--- src/rtl/jpg_pkg.sv ---
package jpg_pkg;
  localparam int IR_W = 4;

  typedef enum logic [3:0] {
    S_TLR, S_RTI, S_SEL_DR, S_CAP_DR, S_SH_DR, S_EX1_DR, S_PA_DR, S_EX2_DR,
    S_UPD_DR, S_SEL_IR, S_CAP_IR, S_SH_IR, S_EX1_IR, S_PA_IR, S_EX2_IR, S_UPD_IR
  } tap_state_e;

  localparam logic [IR_W-1:0] OP_BYPASS   = 4'b1111;
  localparam logic [IR_W-1:0] OP_SELFTEST = 4'b0010;
  localparam logic [IR_W-1:0] OP_PORTRST  = 4'b0011;
  localparam logic [IR_W-1:0] OP_GATE     = 4'b0100;
  localparam logic [IR_W-1:0] IR_CAPTURE  = 4'b0001;
endpackage

--- src/rtl/jpg_tap_fsm.sv ---
module jpg_tap_fsm
  import jpg_pkg::*;
(
  input  logic       tck_i,
  input  logic       rst_ni,
  input  logic       tms_i,
  output tap_state_e state_o
);
  tap_state_e state_q, state_d;

  always_comb begin
    state_d = state_q;
    unique case (state_q)
      S_TLR:    state_d = tms_i ? S_TLR    : S_RTI;
      S_RTI:    state_d = tms_i ? S_SEL_DR : S_RTI;
      S_SEL_DR: state_d = tms_i ? S_SEL_IR : S_CAP_DR;
      S_CAP_DR: state_d = tms_i ? S_EX1_DR : S_SH_DR;
      S_SH_DR:  state_d = tms_i ? S_EX1_DR : S_SH_DR;
      S_EX1_DR: state_d = tms_i ? S_UPD_DR : S_PA_DR;
      S_PA_DR:  state_d = tms_i ? S_EX2_DR : S_PA_DR;
      S_EX2_DR: state_d = tms_i ? S_UPD_DR : S_SH_DR;
      S_UPD_DR: state_d = tms_i ? S_SEL_DR : S_RTI;
      S_SEL_IR: state_d = tms_i ? S_TLR    : S_CAP_IR;
      S_CAP_IR: state_d = tms_i ? S_EX1_IR : S_SH_IR;
      S_SH_IR:  state_d = tms_i ? S_EX1_IR : S_SH_IR;
      S_EX1_IR: state_d = tms_i ? S_UPD_IR : S_PA_IR;
      S_PA_IR:  state_d = tms_i ? S_EX2_IR : S_PA_IR;
      S_EX2_IR: state_d = tms_i ? S_UPD_IR : S_SH_IR;
      S_UPD_IR: state_d = tms_i ? S_SEL_DR : S_RTI;
      default:  state_d = S_TLR;
    endcase
  end

  always_ff @(posedge tck_i or negedge rst_ni) begin
    if (!rst_ni) state_q <= S_TLR;
    else         state_q <= state_d;
  end

  assign state_o = state_q;

  AST_TLR_STICKY: assert property (@(posedge tck_i) disable iff (!rst_ni)
    (state_q == S_TLR && tms_i) |=> (state_q == S_TLR));
  AST_UPD_LEAVES: assert property (@(posedge tck_i) disable iff (!rst_ni)
    (state_q == S_UPD_DR) |=> (state_q != S_UPD_DR));
endmodule

--- src/rtl/jpg_ir.sv ---
module jpg_ir
  import jpg_pkg::*;
(
  input  logic            tck_i,
  input  logic            rst_ni,
  input  tap_state_e      state_i,
  input  logic            tdi_i,
  output logic [IR_W-1:0] ir_o,
  output logic            so_o
);
  logic [IR_W-1:0] sr_q, ir_q;

  always_ff @(posedge tck_i or negedge rst_ni) begin
    if (!rst_ni) begin
      sr_q <= IR_CAPTURE;
      ir_q <= OP_BYPASS;
    end else begin
      case (state_i)
        S_CAP_IR: sr_q <= IR_CAPTURE;
        S_SH_IR:  sr_q <= {tdi_i, sr_q[IR_W-1:1]};
        S_UPD_IR: ir_q <= sr_q;
        S_TLR:    ir_q <= OP_BYPASS;
        default:  ;
      endcase
    end
  end

  assign ir_o = ir_q;
  assign so_o = sr_q[0];

  AST_IR_CAPTURE: assert property (@(posedge tck_i) disable iff (!rst_ni)
    (state_i == S_CAP_IR) |=> (sr_q == IR_CAPTURE));
  AST_IR_TLR: assert property (@(posedge tck_i) disable iff (!rst_ni)
    (state_i == S_TLR) |=> (ir_q == OP_BYPASS));
endmodule

--- src/rtl/jpg_pulse_bit.sv ---
module jpg_pulse_bit (
  input  logic tck_i,
  input  logic rst_ni,
  input  logic sel_i,
  input  logic cap_i,
  input  logic shift_i,
  input  logic upd_i,
  input  logic tdi_i,
  output logic so_o,
  output logic pulse_no
);
  logic bit_q, pulse_nq;

  always_ff @(posedge tck_i or negedge rst_ni) begin
    if (!rst_ni)               bit_q <= 1'b0;
    else if (sel_i && cap_i)   bit_q <= 1'b0;
    else if (sel_i && shift_i) bit_q <= tdi_i;
  end

  // low from the falling edge in Update-DR to the next falling edge
  always_ff @(negedge tck_i or negedge rst_ni) begin
    if (!rst_ni) pulse_nq <= 1'b1;
    else         pulse_nq <= !(sel_i && upd_i && !bit_q);
  end

  assign so_o     = bit_q;
  assign pulse_no = pulse_nq;

  AST_PULSE_ONE_CYCLE: assert property (@(posedge tck_i) disable iff (!rst_ni)
    $fell(pulse_nq) |=> pulse_nq);
  AST_CAPTURE_ZERO: assert property (@(posedge tck_i) disable iff (!rst_ni)
    (sel_i && cap_i) |=> !bit_q);
endmodule

--- src/rtl/jpg_gate_reg.sv ---
module jpg_gate_reg #(
  parameter int W = 6
) (
  input  logic         tck_i,
  input  logic         rst_ni,
  input  logic         sel_i,
  input  logic         cap_i,
  input  logic         shift_i,
  input  logic         upd_i,
  input  logic         tlr_i,
  input  logic         tdi_i,
  output logic         so_o,
  output logic [W-1:0] gate_o
);
  logic [W-1:0] sr_q, gate_q;

  always_ff @(posedge tck_i or negedge rst_ni) begin
    if (!rst_ni)               sr_q <= '0;
    else if (sel_i && cap_i)   sr_q <= gate_q;
    else if (sel_i && shift_i) sr_q <= {tdi_i, sr_q[W-1:1]};
  end

  always_ff @(posedge tck_i or negedge rst_ni) begin
    if (!rst_ni)             gate_q <= '0;
    else if (tlr_i)          gate_q <= '0;
    else if (sel_i && upd_i) gate_q <= sr_q;
  end

  assign so_o   = sr_q[0];
  assign gate_o = gate_q;

  AST_GATE_HOLD: assert property (@(posedge tck_i) disable iff (!rst_ni)
    (!(sel_i && upd_i) && !tlr_i) |=> $stable(gate_q));
  AST_GATE_CAPTURE: assert property (@(posedge tck_i) disable iff (!rst_ni)
    (sel_i && cap_i) |=> (sr_q == gate_q));
  AST_GATE_TLR: assert property (@(posedge tck_i) disable iff (!rst_ni)
    tlr_i |=> (gate_q == '0));
endmodule

--- src/rtl/jpg_top.sv ---
module jpg_top
  import jpg_pkg::*;
#(
  parameter int NUM_PORTS = 6,
  parameter int GRP_SIZE  = 3
) (
  input  logic                 tck_i,
  input  logic                 rst_ni,
  input  logic                 tms_i,
  input  logic                 tdi_i,
  input  logic                 aux_i,
  output logic                 tdo_o,
  output logic                 tdo_en_o,
  output logic                 selftest_no,
  output logic [NUM_PORTS-1:0] port_rst_no,
  output logic [NUM_PORTS-1:0] aux_o,
  output logic [NUM_PORTS-1:0] aux_en_o
);
  localparam int NUM_GRPS = NUM_PORTS / GRP_SIZE;

  tap_state_e      state;
  logic [IR_W-1:0] ir;
  logic            ir_so, st_so, pr_so, gt_so, byp_q, dr_so, tdo_d;
  logic            cap_dr, sh_dr, upd_dr, tlr;
  logic            sel_st, sel_pr, sel_gt, sel_byp;
  logic            pr_pulse_n;
  logic [NUM_PORTS-1:0] gate;

  jpg_tap_fsm u_tap (
    .tck_i(tck_i), .rst_ni(rst_ni), .tms_i(tms_i), .state_o(state)
  );

  jpg_ir u_ir (
    .tck_i(tck_i), .rst_ni(rst_ni), .state_i(state), .tdi_i(tdi_i),
    .ir_o(ir), .so_o(ir_so)
  );

  assign cap_dr  = (state == S_CAP_DR);
  assign sh_dr   = (state == S_SH_DR);
  assign upd_dr  = (state == S_UPD_DR);
  assign tlr     = (state == S_TLR);
  assign sel_st  = (ir == OP_SELFTEST);
  assign sel_pr  = (ir == OP_PORTRST);
  assign sel_gt  = (ir == OP_GATE);
  assign sel_byp = !(sel_st || sel_pr || sel_gt);

  jpg_pulse_bit u_selftest (
    .tck_i(tck_i), .rst_ni(rst_ni), .sel_i(sel_st), .cap_i(cap_dr),
    .shift_i(sh_dr), .upd_i(upd_dr), .tdi_i(tdi_i),
    .so_o(st_so), .pulse_no(selftest_no)
  );

  jpg_pulse_bit u_portrst (
    .tck_i(tck_i), .rst_ni(rst_ni), .sel_i(sel_pr), .cap_i(cap_dr),
    .shift_i(sh_dr), .upd_i(upd_dr), .tdi_i(tdi_i),
    .so_o(pr_so), .pulse_no(pr_pulse_n)
  );

  jpg_gate_reg #(.W(NUM_PORTS)) u_gate (
    .tck_i(tck_i), .rst_ni(rst_ni), .sel_i(sel_gt), .cap_i(cap_dr),
    .shift_i(sh_dr), .upd_i(upd_dr), .tlr_i(tlr), .tdi_i(tdi_i),
    .so_o(gt_so), .gate_o(gate)
  );

  always_ff @(posedge tck_i or negedge rst_ni) begin
    if (!rst_ni)                 byp_q <= 1'b0;
    else if (sel_byp && cap_dr)  byp_q <= 1'b0;
    else if (sel_byp && sh_dr)   byp_q <= tdi_i;
  end

  always_comb begin
    if (sel_st)      dr_so = st_so;
    else if (sel_pr) dr_so = pr_so;
    else if (sel_gt) dr_so = gt_so;
    else             dr_so = byp_q;
  end

  assign tdo_d = (state == S_SH_IR) ? ir_so : dr_so;

  always_ff @(negedge tck_i or negedge rst_ni) begin
    if (!rst_ni) begin
      tdo_o    <= 1'b0;
      tdo_en_o <= 1'b0;
    end else begin
      tdo_o    <= tdo_d;
      tdo_en_o <= (state == S_SH_IR) || sh_dr;
    end
  end

  for (genvar g = 0; g < NUM_GRPS; g++) begin : g_grp
    for (genvar p = 0; p < GRP_SIZE; p++) begin : g_port
      localparam int K = g * GRP_SIZE + p;
      assign port_rst_no[K] = pr_pulse_n;
      assign aux_en_o[K]    = gate[K];
      assign aux_o[K]       = gate[K] & aux_i;
    end
  end

  AST_RST_TOGETHER: assert property (@(posedge tck_i) disable iff (!rst_ni)
    (port_rst_no == '0) || (port_rst_no == '1));
  AST_PULSES_EXCLUSIVE: assert property (@(posedge tck_i) disable iff (!rst_ni)
    !(selftest_no == 1'b0 && port_rst_no != '1));
  AST_TDO_EN_SHIFT: assert property (@(negedge tck_i) disable iff (!rst_ni)
    !((state == S_SH_IR) || (state == S_SH_DR)) |=> !tdo_en_o);
endmodule

--- config.mk ---
export PLATFORM = sky130hd
export DESIGN_NAME = jpg_top
export DESIGN_NICKNAME = d
export VERILOG_FILES = /design/src/rtl/jpg_pkg.sv /design/src/rtl/jpg_tap_fsm.sv /design/src/rtl/jpg_ir.sv /design/src/rtl/jpg_pulse_bit.sv /design/src/rtl/jpg_gate_reg.sv /design/src/rtl/jpg_top.sv
export SDC_FILE = /design/constraint.sdc
export NUM_CORES = 1
export LEC_CHECK = 0
export BUFFER_PORTS_ARGS = -buffer_cell sky130_fd_sc_hd__buf_4
export CAP_MARGIN = 5
export CORE_MARGIN = 4
export CORE_UTILIZATION = 56
export DETAILED_ROUTE_END_ITERATION = 6
export GPL_TIMING_DRIVEN = 1
export PLACE_DENSITY_LB_ADDON = 0.15
export SYNTH_ARGS = -nofsm -noshare
export SYNTH_HDL_FRONTEND = slang
export SYNTH_HIERARCHICAL = 1
export SYNTH_SLANG_ARGS = --single-unit
--- constraint.sdc ---
create_clock -name tck_i -period 2.7 [get_ports tck_i]
set_clock_uncertainty 0.05 [all_clocks]
set_input_delay 0.54 -clock tck_i [delete_from_list [all_inputs] [get_ports tck_i]]
set_output_delay 0.54 -clock tck_i [all_outputs]
set_load 0.05 [all_outputs]
== Word-level counts from Yosys, hierarchy flattened ==
Index checks and enable logic that the tools add are counted.
Storage, ports and cells
  bits in registers: 31
  input bits: 5
  logic and storage cells: 97
Operators by class
  equal/unequal tests: 18
  muxes and demuxes: 29
  bitwise gates (word level): 6
  reduce and logical (&&, ||, !) cells: 32
Operator list (number)
  4-bit case mux with 12 select lines: 1
  4-bit == test, second input constant: 8
  6-bit two-way mux: 4
  4-bit by 3-bit == test with 1-bit output, second input constant: 5
  4-bit by 2-bit == test with 1-bit output, second input constant: 4
  4-bit two-way mux: 4
  4-bit case mux with 2 select lines: 2
  2-bit nonzero test: 7
  1-bit logical AND: 13
  1-bit two-way mux: 13
  1-bit bitwise AND: 6
  2-bit two-way mux: 3
  3-bit two-way mux: 2
  1-bit zero test: 5
  4-bit by 1-bit == test with 1-bit output, second input constant: 1
  4-bit zero test: 1
  2-bit OR reduction: 2
  1-bit logical OR: 3
  3-bit OR reduction: 1

== Logic depth before layout (Yosys ltp) ==
Gate-level depths: netlist of run 1.
  depth in word-level cells: 7
  depth in mapped cells: 5
  mapped depth without buffers: 5

== Hierarchy ==
The synthesis of run 1 kept the hierarchy.
By module, submodules not included
  jpg_gate_reg: times used 1, cells each 54, area an instance 533.0 µm², seq. area each 300.3 µm²
  jpg_top: times used 1, cells each 41, area an instance 361.6 µm², seq. area each 75.1 µm²
  jpg_ir: times used 1, cells each 36, area an instance 357.8 µm², seq. area each 206.4 µm²
  jpg_tap_fsm: times used 1, cells each 37, area an instance 314.1 µm², seq. area each 100.1 µm²
  jpg_pulse_bit: times used 2, cells each 8, area an instance 88.8 µm², seq. area each 51.3 µm²

==> key figures, run 1 <==
STA
  • Fin. Hold Viols: 0
  • Rel. slew slack: between 30% and 40%
  • Max-slew violation count: 0
  • Final setup violation count: 10
  • Actual slew at the worst max-slew pin: about 0.92 ns
  • Setup ws final: -0.389 ns
  • RSZ-0062 raised after global routing: yes

Layout
  • Final net count: 229
  • Layout cell share with drive strength beyond 1: 33.8%
  • Fill cells: 199
  • FF/Latch Area: 786 um^2
  • Synth-to-Final Area Change: 24.1%
  • Design Area, Final: approximately 2200 um^2
  • Inserted Diodes: 0
  • Area of the multi-input gates: 885 um^2

Yosys
  • Top FF cell, synth: dfrtp_1
  • Post-Synth XOR/XNOR Area: 0%
  • Netlist cell types: 50
  • Simple-gate share of the synthesized area: 27.7%
  • Post-Syn Area: 1740 um^2
  • Synth Area in Adders: 0%
  • Seq cells post-synth: 31
  • Yosys warns: 6
  • Syn Inst Count: 184
  • Synth Area in Compound Gates: 19.9%
  • Post-synth EDFFs: 0
  • Mean Syn Cell Area: 9.48 um^2
  • Synth async-reset ratio: 100%
  • Mux contribution to synthesized area: 0.574%
  • Largest family of logic cells by synthesized area: simple AND/OR/NAND/NOR gates
  • Register area share after synthesis: 45.0%
  • Syn_nets: 189

Pwr
  • Leakage: roughly 1 nW
  • Flop pwr share: a little under two fifths
  • Comb pwr share: between 40% and 50%
  • Power Density: around 950 nW/um^2
  • VDD IR max: ~600 uV
  • Switch Pwr: 0.000841 W
  • Clk pwr share: 15.4%
  • Int Pwr: 0.00121 W
  • Switching part of the total power: between 40 and 50%

GRT
  • Antenna violations before repair: 0
  • GRT overflow: 0
  • First-pass GRT wire length: between 6 and 7 mm
  • Tot GR Track Use: 20.3%
  • Pin count of the biggest net entering global routing: 20
  • Vias in the first global route: 1443

Setup path
  • Buf+Inv Stages, Crit Path: 1
  • R2r setup slk: -0.05 ns
  • Crit path cell chain: buf_4
  • CP Max Fanout: 6
  • Crit start category: register
  • Crit path max-delay family: flip-flops
  • Crit. End Element: primary output
  • Crit path kind: reg2out
  • Slowest cell on the critical path: dfstp_2
  • Reg2reg end: tdo_o
  • Worst Path Required: 2.11 ns
  • Worst r2r path cells: 3
  • R2R Path Start: u_ir/ir_o[1]
  • Slowest stage delay, CP: 0.56 ns
  • Arrival time worst endpoint: 2.50 ns

CTS
  • TritonCTS clock tree: built
  • CTS max path bufs: 2
  • Clk root buf: clkbuf_4
  • Clock sink total: 31
  • Worst skew pair latency: 0.34 ns
  • TritonCTS Buffers: 5
  • Clk pin slew, worst setup/hold paths: ~0.10 ns
  • H-tree levels: 2
  • Post-CTS setup buffer count: 0

Floorplan
  • Die area: 4070 um^2
  • Die H: 63.8 um
  • Die width: ~64 um
  • Core Box Area: 2880 um^2
  • Num rows: 19
  • Initial Utilization: 60.6%
  • Top-level I/O count: 26

Drt
  • M1 WL: 1.66 mm
  • Top Layer Used: met4
  • Via Count: 1541
  • Drt drc: 0
  • Final ANT Viol Nets: 0
  • Vias per cell: ~5.8
  • Routed WL: 3.85 mm
  • 1st-pass router iterations: 5
  • Drt initial violations: 143
  • Routed wl met2: 1.90 mm
  • Routed WL per cell: 14.4 um
  • Routed length on met3: 216 um

Outcome
  • Outcome: finished with violations
  • Failing checks: negative setup slack

Placement
  • Port Buf Inserts: 25
  • Setup WS pre-CTS: -0.0524 ns
  • Area post-placement: 2060 um^2
  • HPWL after DPL: about 2.8 mm
  • RePlAce Congestion: about 0.9

Hold path
  • Hold path start: tms_i
  • Worst Hold Class: in2reg
  • WHS Path Cells: 2
  • Hold EP: u_tap/state_o[0]

Run
  • Max_cap viols: 0
## flip-flops by register name, indices dropped and copies added (netlist names)
| signal | flops |
|---|---|
| u_gate/sr_q | 6 |
| u_tap/state_o | 4 |
| u_ir/ir_o | 4 |
| u_ir/sr_q | 4 |
| u_portrst/pulse_no | 1 |
| u_gate/gate_o | 6 |
| byp_q | 1 |
| tdo_en_o | 1 |
| u_selftest/so_o | 1 |
| u_portrst/so_o | 1 |
| tdo_o | 1 |
| u_selftest/pulse_no | 1 |
## power groups by stage
stage / registers (W) / clock network, W / logic (W)
4_1_cts: 0.000751 / 0.000322 / 0.000962
2_1_floorplan: 0.000862 / 0.00000927 / 0.000523
3_5_place_dp: 0.000752 / 0.00000927 / 0.000947
6_report: 0.000762 / 0.000315 / 0.000975
3_3_place_gp: 0.000736 / 0.00000927 / 0.000903
5_1_grt: 0.000776 / 0.000346 / 0.00107
## layout by cell type (no fill, tap or decap), drive strengths merged, types with 3 or more instances in the layout
| cell | netlist | routed |
|---|---|---|
| dfstp | 7 | 7 |
| nand2b | 3 | 3 |
| o21ai | 13 | 13 |
| nand3b | 3 | 3 |
| a21oi | 18 | 18 |
| nor2 | 8 | 8 |
| o22ai | 6 | 6 |
| nor3 | 5 | 5 |
| clkbuf | 1 | 5 |
| nand3 | 10 | 10 |
| or2b | 3 | 3 |
| dfrtp | 22 | 22 |
| inv | 9 | 10 |
| buf | 9 | 42 |
| a22oi | 4 | 4 |
| and2 | 7 | 7 |
| nand2 | 20 | 20 |
## layer usage
| metal | vias to the layer above | GRT usage [%] |
|---|---|---|
| met2 | 56 | 33.8 |
| met1 | 733 | 24.0 |
| met5 | - | 0 |
| met3 | 7 | 4.73 |
| li1 | 745 | - |
| met4 | 0 | 11.6 |
## area by class of cell
cell class                 count  area share (%)
clock buffer                   5            1.73
inverter                       7            1.21
timing repair buffer          43            15.9
tap                           42            2.43
sequential                    31            36.3
clock inverter                 5            1.56
multi-input combinational    134            40.9
## stage by stage
stage	total power, W	util (%)	TNS, ns	hold slack [ns]	instances
finish	0.00205	75.3	-2.94	0.359	267
global route	0.00219	75.3	-3.41	0.351	267
CTS	0.00204	74.9	-3.07	0.349	267
detailed placement	0.00171	71.5	-0.0557	0.362	258
global placement	0.00165	71.5	-0.00395	0.357	258
floorplan	0.00139	-	-0.00841	0.194	184
## synth_stat cells (2+ instances only)
master / instances / area [um^2]
nor3b_1: 2 / 15.0
nand3_1: 10 / 50.1
nor2b_1: 2 / 12.5
nor2_1: 8 / 30.0
nor3_2: 2 / 20.0
a22oi_1: 4 / 30.0
o22ai_1: 6 / 37.5
dfrtp_1: 22 / 551
o21ai_1: 2 / 10.0
or2b_1: 3 / 22.5
o21ai_0: 11 / 55.1
or2_2: 2 / 12.5
and2b_2: 2 / 17.5
nand2b_1: 3 / 18.8
nor3_1: 3 / 15.0
nand2_1: 20 / 75.1
and2_1: 7 / 43.8
a21oi_1: 17 / 85.1
o311ai_1: 2 / 17.5
dfstp_2: 7 / 184
nand3b_1: 3 / 22.5
buf_4: 8 / 60.1
o221a_1: 2 / 22.5
inv_1: 8 / 30.0
dfrtn_1: 2 / 50.1
nand4b_1: 2 / 17.5
## kinds of logic (layout without fill, tap and decap cells)
family | count (synthesis) | count (layout)
simple gates | 79 | 79
buf+inv | 19 | 60
mux | 1 | 1
compound gates | 54 | 54
flops | 31 | 31
## timing repair
| action | in CTS | in global routing |
|---|---|---|
| gates resized for setup | 6 | 2 |
| hold buffers | 1 | 0 |
| setup endpoints to repair | 10 | 11 |
| hold endpoints to repair | 7 | 0 |
| pin swaps | 1 | 2 |
## worst max path at each step
stage	start	to	slack, ns	cells past startpoint
floorplan	u_ir/ir_o[3]	tdo_o	-0.008	4
finish	u_portrst/pulse_no	port_rst_no[3]	-0.39	1
global route	u_portrst/pulse_no	port_rst_no[0]	-0.45	1
detailed placement	u_ir/ir_o[3]	tdo_o	-0.05	4
global placement	u_ir/ir_o[3]	tdo_o	-0.004	4
CTS	u_portrst/pulse_no	port_rst_no[3]	-0.41	1
Power figures use the tool's default switching activity.
==> run 2, diff against run 1 <==
--- a/config.mk
+++ b/config.mk
@@ -7,6 +7,7 @@
 export LEC_CHECK = 0
 export BUFFER_PORTS_ARGS = -buffer_cell sky130_fd_sc_hd__buf_4
 export CAP_MARGIN = 5
+export CORE_ASPECT_RATIO = 0.5
 export CORE_MARGIN = 4
 export CORE_UTILIZATION = 56
 export DETAILED_ROUTE_END_ITERATION = 6
==> constraint.sdc (replaced) <==
create_clock -name tck_i -period 2.7 [get_ports tck_i]
set_clock_uncertainty 0.05 [all_clocks]
set_input_delay 0.54 -clock tck_i [delete_from_list [all_inputs] [get_ports tck_i]]
set_output_delay 0.54 -clock tck_i [all_outputs]
set_load 0.02 [all_outputs]
==> run 2 against run 1 <==
Compared with the run above:
- the flow still finishes with violations (negative setup slack)
- total power up 8.0%
- clock power grew 67%
- via count fell by 1.5%
- utilization up 4.2 points
- critical endpoint is now port_rst_no[1]
- routed wire length up 5.5%
- first-iteration DRC count shrank 38%
- largest power group unchanged
- critical path type unchanged
- critical path depth unchanged
==> key figures, run 2 (same netlist as run 1, synthesis figures left out) <==
Hold path
  • Worst Hold Class: in2async (was in2reg)

Setup path
  • Crit path max-delay family: flip-flops (unchanged)
  • Crit path kind: reg2out (unchanged)
  • Buf+Inv Stages, Crit Path: 1 (unchanged)
  • Slowest stage delay, CP: 0.56 ns (about the same)
  • Slowest cell on the critical path: dfstp_2 (unchanged)
  • CP Max Fanout: 6 (unchanged)
  • Crit path cell chain: buf_4 (unchanged)
  • Arrival time worst endpoint: 2.40 ns (was 2.50 ns)
  • Crit start category: register (unchanged)
  • Crit. End Element: primary output (unchanged)
  • Worst Path Required: 2.11 ns (about the same)

CTS
  • Hold buffers post-CTS: 0 (was 1)
  • Clk pin slew, worst setup/hold paths: 0.06 ns (was 0.10 ns)
  • TritonCTS Buffers: 5 (unchanged)
  • Clk root buf: clkbuf_8 (was clkbuf_4)
  • Worst skew pair latency: 0.29 ns (was 0.34 ns)
  • CTS max path bufs: 2 (unchanged)
  • H-tree levels: 2 (unchanged)
  • TritonCTS clock tree: built (unchanged)
  • Clock sink total: 31 (unchanged)

Layout
  • Design Area, Final: 2210 um^2 (was 2160 um^2)
  • Inserted Diodes: 0 (unchanged)
  • Layout cell share with drive strength beyond 1: 35.1% (was 33.8%)
  • Synth-to-Final Area Change: 26.8% (was 24.1%)
  • FF/Latch Area: 786 um^2 (unchanged)
  • Area of the multi-input gates: 883 um^2 (was 885 um^2)
  • Most common cell after layout, fill and taps aside: buf_4 (unchanged)
  • Final core occ: 79.5% (was 75.3%)
  • Fill cells: 188 (was 199)
  • Final net count: 229 (unchanged)
  • Most frequent cells in the layout: 40 x buf_4, 21 x dfrtp_1, 20 x nand2_1 (was 38 x buf_4, 21 x dfrtp_1, 20 x nand2_1)

Placement
  • Area post-placement: 2050 um^2 (was 2060 um^2)
  • HPWL after DPL: 2.75 mm (was 2.81 mm)
  • Port Buf Inserts: 25 (unchanged)
  • Setup WS pre-CTS: -0.0803 ns (was -0.0524 ns)
  • RePlAce Congestion: 0.827 (was 0.893)

Pwr
  • Switch Pwr: 0.000823 W (was 0.000841 W)
  • Int Pwr: 0.00139 W (was 0.00121 W)
  • Flop pwr share: 34.0% (was 37.1%)
  • Leakage: 1.04 nW (was 1.03 nW)
  • Comb pwr share: 42.4% (was 47.5%)
  • Power Density: 1000 nW/um^2 (was 948 nW/um^2)
  • Switching part of the total power: 37.1% (was 41.0%)
  • Power, Total: 0.00222 W (was 0.00205 W)
  • VDD IR max: 502 uV (was 602 uV)
  • Clk pwr share: 23.7% (was 15.4%)

GRT
  • Antenna violations before repair: 0 (unchanged)
  • First-pass GRT wire length: 6.55 mm (was 6.47 mm)
  • Vias in the first global route: 1371 (was 1443)
  • Tot GR Track Use: 21.5% (was 20.3%)
  • GRT overflow: 0 (unchanged)
  • Pin count of the biggest net entering global routing: 22 (was 20)

Floorplan
  • Core Box Area: 2780 um^2 (was 2880 um^2)
  • Die area: 4130 um^2 (was 4070 um^2)
  • Die width: 86.9 um (was 63.8 um)
  • Num rows: 13 (was 19)
  • Die H: 47.5 um (was 63.8 um)
  • Initial Utilization: 62.7% (was 60.6%)
  • Top-level I/O count: 26 (unchanged)

Outcome
  • Outcome: finished with violations (unchanged)
  • Failing checks: negative setup slack (unchanged)

Run
  • Max_cap viols: 0 (unchanged)

Drt
  • Drt drc: 0 (unchanged)
  • 1st-pass router iterations: 6 (was 5)
  • Via Count: 1518 (was 1541)
  • Final ANT Viol Nets: 0 (unchanged)
  • Routed WL per cell: 15.5 um (was 14.4 um)
  • Routed WL: 4.06 mm (was 3.85 mm)
  • Drt initial violations: 89 (was 143)
  • Vias per cell: 5.79 (was 5.77)

STA
  • Actual slew at the worst max-slew pin: 0.475 ns (was 0.920 ns)
  • Setup TNS Final: -2.08 ns (was -2.94 ns)
  • Rel. slew slack: 68.3% (was 38.1%)
  • Final setup violation count: 10 (unchanged)
  • Setup ws final: -0.292 ns (was -0.389 ns)
  • Max-slew violation count: 0 (unchanged)
  • RSZ-0062 raised after global routing: yes (unchanged)
  • Fin. Hold Viols: 0 (unchanged)
run 2: cell count changes in the layout (fill, tap and decap cells not counted), sizes merged:
| cell | before | now |
|---|---|---|
| buf | 42 | 43 |
| dlygate4sd3 | 1 | 0 |
| clkinv | 1 | 0 |
| clkbuf | 5 | 6 |
run 2: timing repair:
item | CTS | global route
endpoints found under the setup margin | 10 | 11
setup buffers | 1 | 0
pin swaps | 4 | 0
resized for setup | 5 | 1
cloned | 0 | 0
run 2: path summary, 6_finish.rpt:
| check | startpoint | slack (ns) | to | cells past startpoint |
|---|---|---|---|---|
| worst max-delay path | u_portrst/pulse_no | -0.29 | port_rst_no[1] | 1 |
| worst min-delay path | rst_ni | 0.02 | u_portrst/so_o | 1 |
| worst max register to register | u_ir/ir_o[1] | -0.04 | tdo_o | 4 |
| worst min register to register | u_ir/sr_q[0] | 0.45 | u_ir/sr_q[0] | 2 |
| max in group asynchronous | rst_ni | 1.05 | u_selftest/pulse_no | 1 |
| min in group tck_i | tms_i | 0.44 | u_tap/state_o[0] | 2 |
run 2: through the flow:
step	instances	hold WS (ns)
after floorplan	184	0.194
after global placement	253	0.331
after detailed placement	253	0.333
after CTS	262	0.0183
after global routing	262	0.0215
final	262	0.0214
run 2: final cells by class:
class | count | share of cell area [%]
clock inverter | 4 | 1.87
sequential | 31 | 35.5
multi-input combinational | 134 | 40.0
tap | 37 | 2.09
inverter | 7 | 1.19
clock buffer | 6 | 4.24
timing repair buffer | 43 | 15.1
run 2: routing by layer:
metal / global-route usage [%] / wire length, um / up-vias
met5: 0 / 0 / -
met3: 8.59 / 313 / 7
met4: 6.52 / 47 / 0
met2: 34.5 / 1800 / 50
li1: - / - / 739
met1: 27.5 / 1910 / 722
run 2: power groups by stage:
stage,clock (W),combinational (W),sequential (W)
finish,0.000525,0.000940,0.000753
detailed placement,0.00000927,0.000908,0.000747
floorplan,0.00000927,0.000522,0.000829
global placement,0.00000927,0.000878,0.000739
global route,0.000552,0.00102,0.000773
CTS,0.000532,0.000929,0.000750
==> run 3, diff against run 2 <==
--- a/config.mk
+++ b/config.mk
@@ -9,7 +9,7 @@
 export CAP_MARGIN = 5
 export CORE_ASPECT_RATIO = 0.5
 export CORE_MARGIN = 4
-export CORE_UTILIZATION = 56
+export CORE_UTILIZATION = 51
 export DETAILED_ROUTE_END_ITERATION = 6
 export GPL_TIMING_DRIVEN = 1
 export PLACE_DENSITY_LB_ADDON = 0.15
==> constraint.sdc (replaced) <==
create_clock -name tck_i -period 2.6 [get_ports tck_i]
set_clock_uncertainty 0.05 [all_clocks]
set_input_delay 0.52 -clock tck_i [delete_from_list [all_inputs] [get_ports tck_i]]
set_output_delay 0.52 -clock tck_i [all_outputs]
set_load 0.02 [all_outputs]
==> run 3 against run 2 <==
Compared with the run above:
- the run still ends with negative setup slack left
- design area down 0.51%
- register-to-register slack got worse by 0.02 ns
- first-iteration DRC count fell by 20%
- largest cell class unchanged
==> key figures, run 3 (same netlist as run 1, synthesis figures left out) <==
Drt
  • Drt initial violations: 71 (was 89)
  • Final ANT Viol Nets: 0 (unchanged)
  • Routed WL per cell: 14.8 um (was 15.5 um)
  • Routed WL: 3.94 mm (was 4.06 mm)
  • Drt drc: 0 (unchanged)
  • Via Count: 1502 (was 1518)
  • Vias per cell: 5.63 (was 5.79)
  • 1st-pass router iterations: 4 (was 6)

STA
  • Setup TNS Final: -2.32 ns (was -2.08 ns)
  • Actual slew at the worst max-slew pin: 0.476 ns (was 0.475 ns)
  • Rel. slew slack: 68.2% (was 68.3%)
  • Setup ws final: -0.315 ns (was -0.292 ns)
  • Fin. Hold Viols: 0 (unchanged)
  • Final setup violation count: 10 (unchanged)
  • RSZ-0062 raised after global routing: yes (unchanged)
  • Max-slew violation count: 0 (unchanged)

Layout
  • Most frequent cells in the layout: 42 x buf_4, 21 x dfrtp_1, 20 x nand2_1 (was 40 x buf_4, 21 x dfrtp_1, 20 x nand2_1)
  • Final net count: 231 (was 229)
  • Layout cell share with drive strength beyond 1: 34.4% (was 35.1%)
  • Inserted Diodes: 0 (unchanged)
  • Final core occ: 70.2% (was 79.5%)
  • Most common cell after layout, fill and taps aside: buf_4 (unchanged)
  • Synth-to-Final Area Change: 26.1% (was 26.8%)

Placement
  • Setup WS pre-CTS: -0.121 ns (was -0.0803 ns)
  • Port Buf Inserts: 25 (unchanged)
  • HPWL after DPL: 2.88 mm (was 2.75 mm)
  • RePlAce Congestion: 0.773 (was 0.827)

CTS
  • TritonCTS clock tree: built (unchanged)
  • TritonCTS Buffers: 5 (unchanged)
  • Post-CTS setup buffer count: 0 (was 1)
  • Hold buffers post-CTS: 0 (unchanged)
  • H-tree levels: 2 (unchanged)
  • Clk pin slew, worst setup/hold paths: 0.07 ns (was 0.06 ns)
  • CTS max path bufs: 2 (unchanged)
  • Worst skew pair latency: 0.28 ns (was 0.29 ns)
  • Clock sink total: 31 (unchanged)
  • Clk root buf: clkbuf_8 (unchanged)

Setup path
  • Crit path kind: reg2out (unchanged)
  • Worst r2r path cells: 3 (was 4)
  • Crit path cell chain: buf_4 (unchanged)
  • Crit. End Element: primary output (unchanged)
  • R2R Path Start: u_ir/ir_o[1] (unchanged)
  • Buf+Inv Stages, Crit Path: 1 (unchanged)
  • Arrival time worst endpoint: 2.34 ns (was 2.40 ns)
  • Reg2reg end: tdo_o (unchanged)
  • Crit path max-delay family: flip-flops (unchanged)
  • Worst Path Required: 2.03 ns (was 2.11 ns)
  • Slowest stage delay, CP: 0.56 ns (about the same)
  • R2r setup slk: -0.06 ns (was -0.04 ns)
  • CP Max Fanout: 6 (unchanged)
  • Crit start category: register (unchanged)
  • Slowest cell on the critical path: dfstp_2 (unchanged)

Floorplan
  • Num rows: 14 (was 13)
  • Initial Utilization: 55.6% (was 62.7%)
  • Top-level I/O count: 26 (unchanged)
  • Die H: 49.4 um (was 47.5 um)
  • Core Box Area: 3140 um^2 (was 2780 um^2)
  • Die width: 90.7 um (was 86.9 um)
  • Die area: 4480 um^2 (was 4130 um^2)

Pwr
  • Power Density: 1000 nW/um^2 (about the same)
  • Power, Total: 0.00220 W (was 0.00222 W)
  • Leakage: 1.03 nW (was 1.04 nW)
  • VDD IR max: 500 uV (was 502 uV)

GRT
  • Antenna violations before repair: 0 (unchanged)
  • Tot GR Track Use: 18.9% (was 21.5%)
  • Vias in the first global route: 1400 (was 1371)
  • GRT overflow: 0 (unchanged)
  • Pin count of the biggest net entering global routing: 22 (unchanged)
  • First-pass GRT wire length: 6.62 mm (was 6.55 mm)

Outcome
  • Outcome: finished with violations (unchanged)
  • Failing checks: negative setup slack (unchanged)

Hold path
  • Worst Hold Class: in2async (unchanged)

Run
  • Max_cap viols: 0 (unchanged)
run 3: worst max path at each step:
stage | start | end | slack [ns] | cells after the start
floorplan | u_ir/ir_o[3] | tdo_o | -0.06 | 4
global placement | u_ir/ir_o[3] | tdo_o | -0.07 | 4
detailed placement | u_ir/ir_o[3] | tdo_o | -0.12 | 4
CTS | u_portrst/pulse_no | port_rst_no[3] | -0.32 | 1
global route | u_portrst/pulse_no | port_rst_no[0] | -0.37 | 1
finish | u_portrst/pulse_no | port_rst_no[3] | -0.31 | 1
run 3: final cells by class:
type                            count  area (um^2)
Clock buffer                        7         97.6
Clock inverter                      3         11.3
Fill cell                         245          936
Inverter                            7         26.3
Multi-Input combinational cell    134          880
Sequential cell                    31          786
Tap cell                           40         50.0
Timing Repair Buffer               45          349
run 3: routing by layer:
layer	GRT usage (%)	vias to the layer above	share of wire, %	routed length (um)
li1	-	745	-	-
met1	24.7	709	46	1830
met2	29.8	38	46	1830
met3	5.70	10	5.6	220
met4	6.85	0	1.5	61
met5	0	-	0	0
run 3: power by group:
group / internal [W] / leakage, nW / switching [W] / total (W)
registers: 0.000645 / 0.383 / 0.000143 / 0.000788
clock network: 0.000248 / 0.0617 / 0.000187 / 0.000435
logic: 0.000478 / 0.584 / 0.000500 / 0.000978
run 3: per-stage QoR:
stage | cell area (um^2) | cells | hold slack (ns)
after floorplan | 1770 | 184 | 0.174
after global placement | 2080 | 259 | 0.313
after detailed placement | 2080 | 259 | 0.315
after CTS | 2190 | 267 | 0.00396
after global routing | 2200 | 267 | 0.00351
final | 2200 | 267 | 0.00313
run 3: timing repair:
item                                    4_1_cts  5_1_grt
pin swaps                                     1        0
gates resized for setup                       4        1
endpoints found under the setup margin       10       11
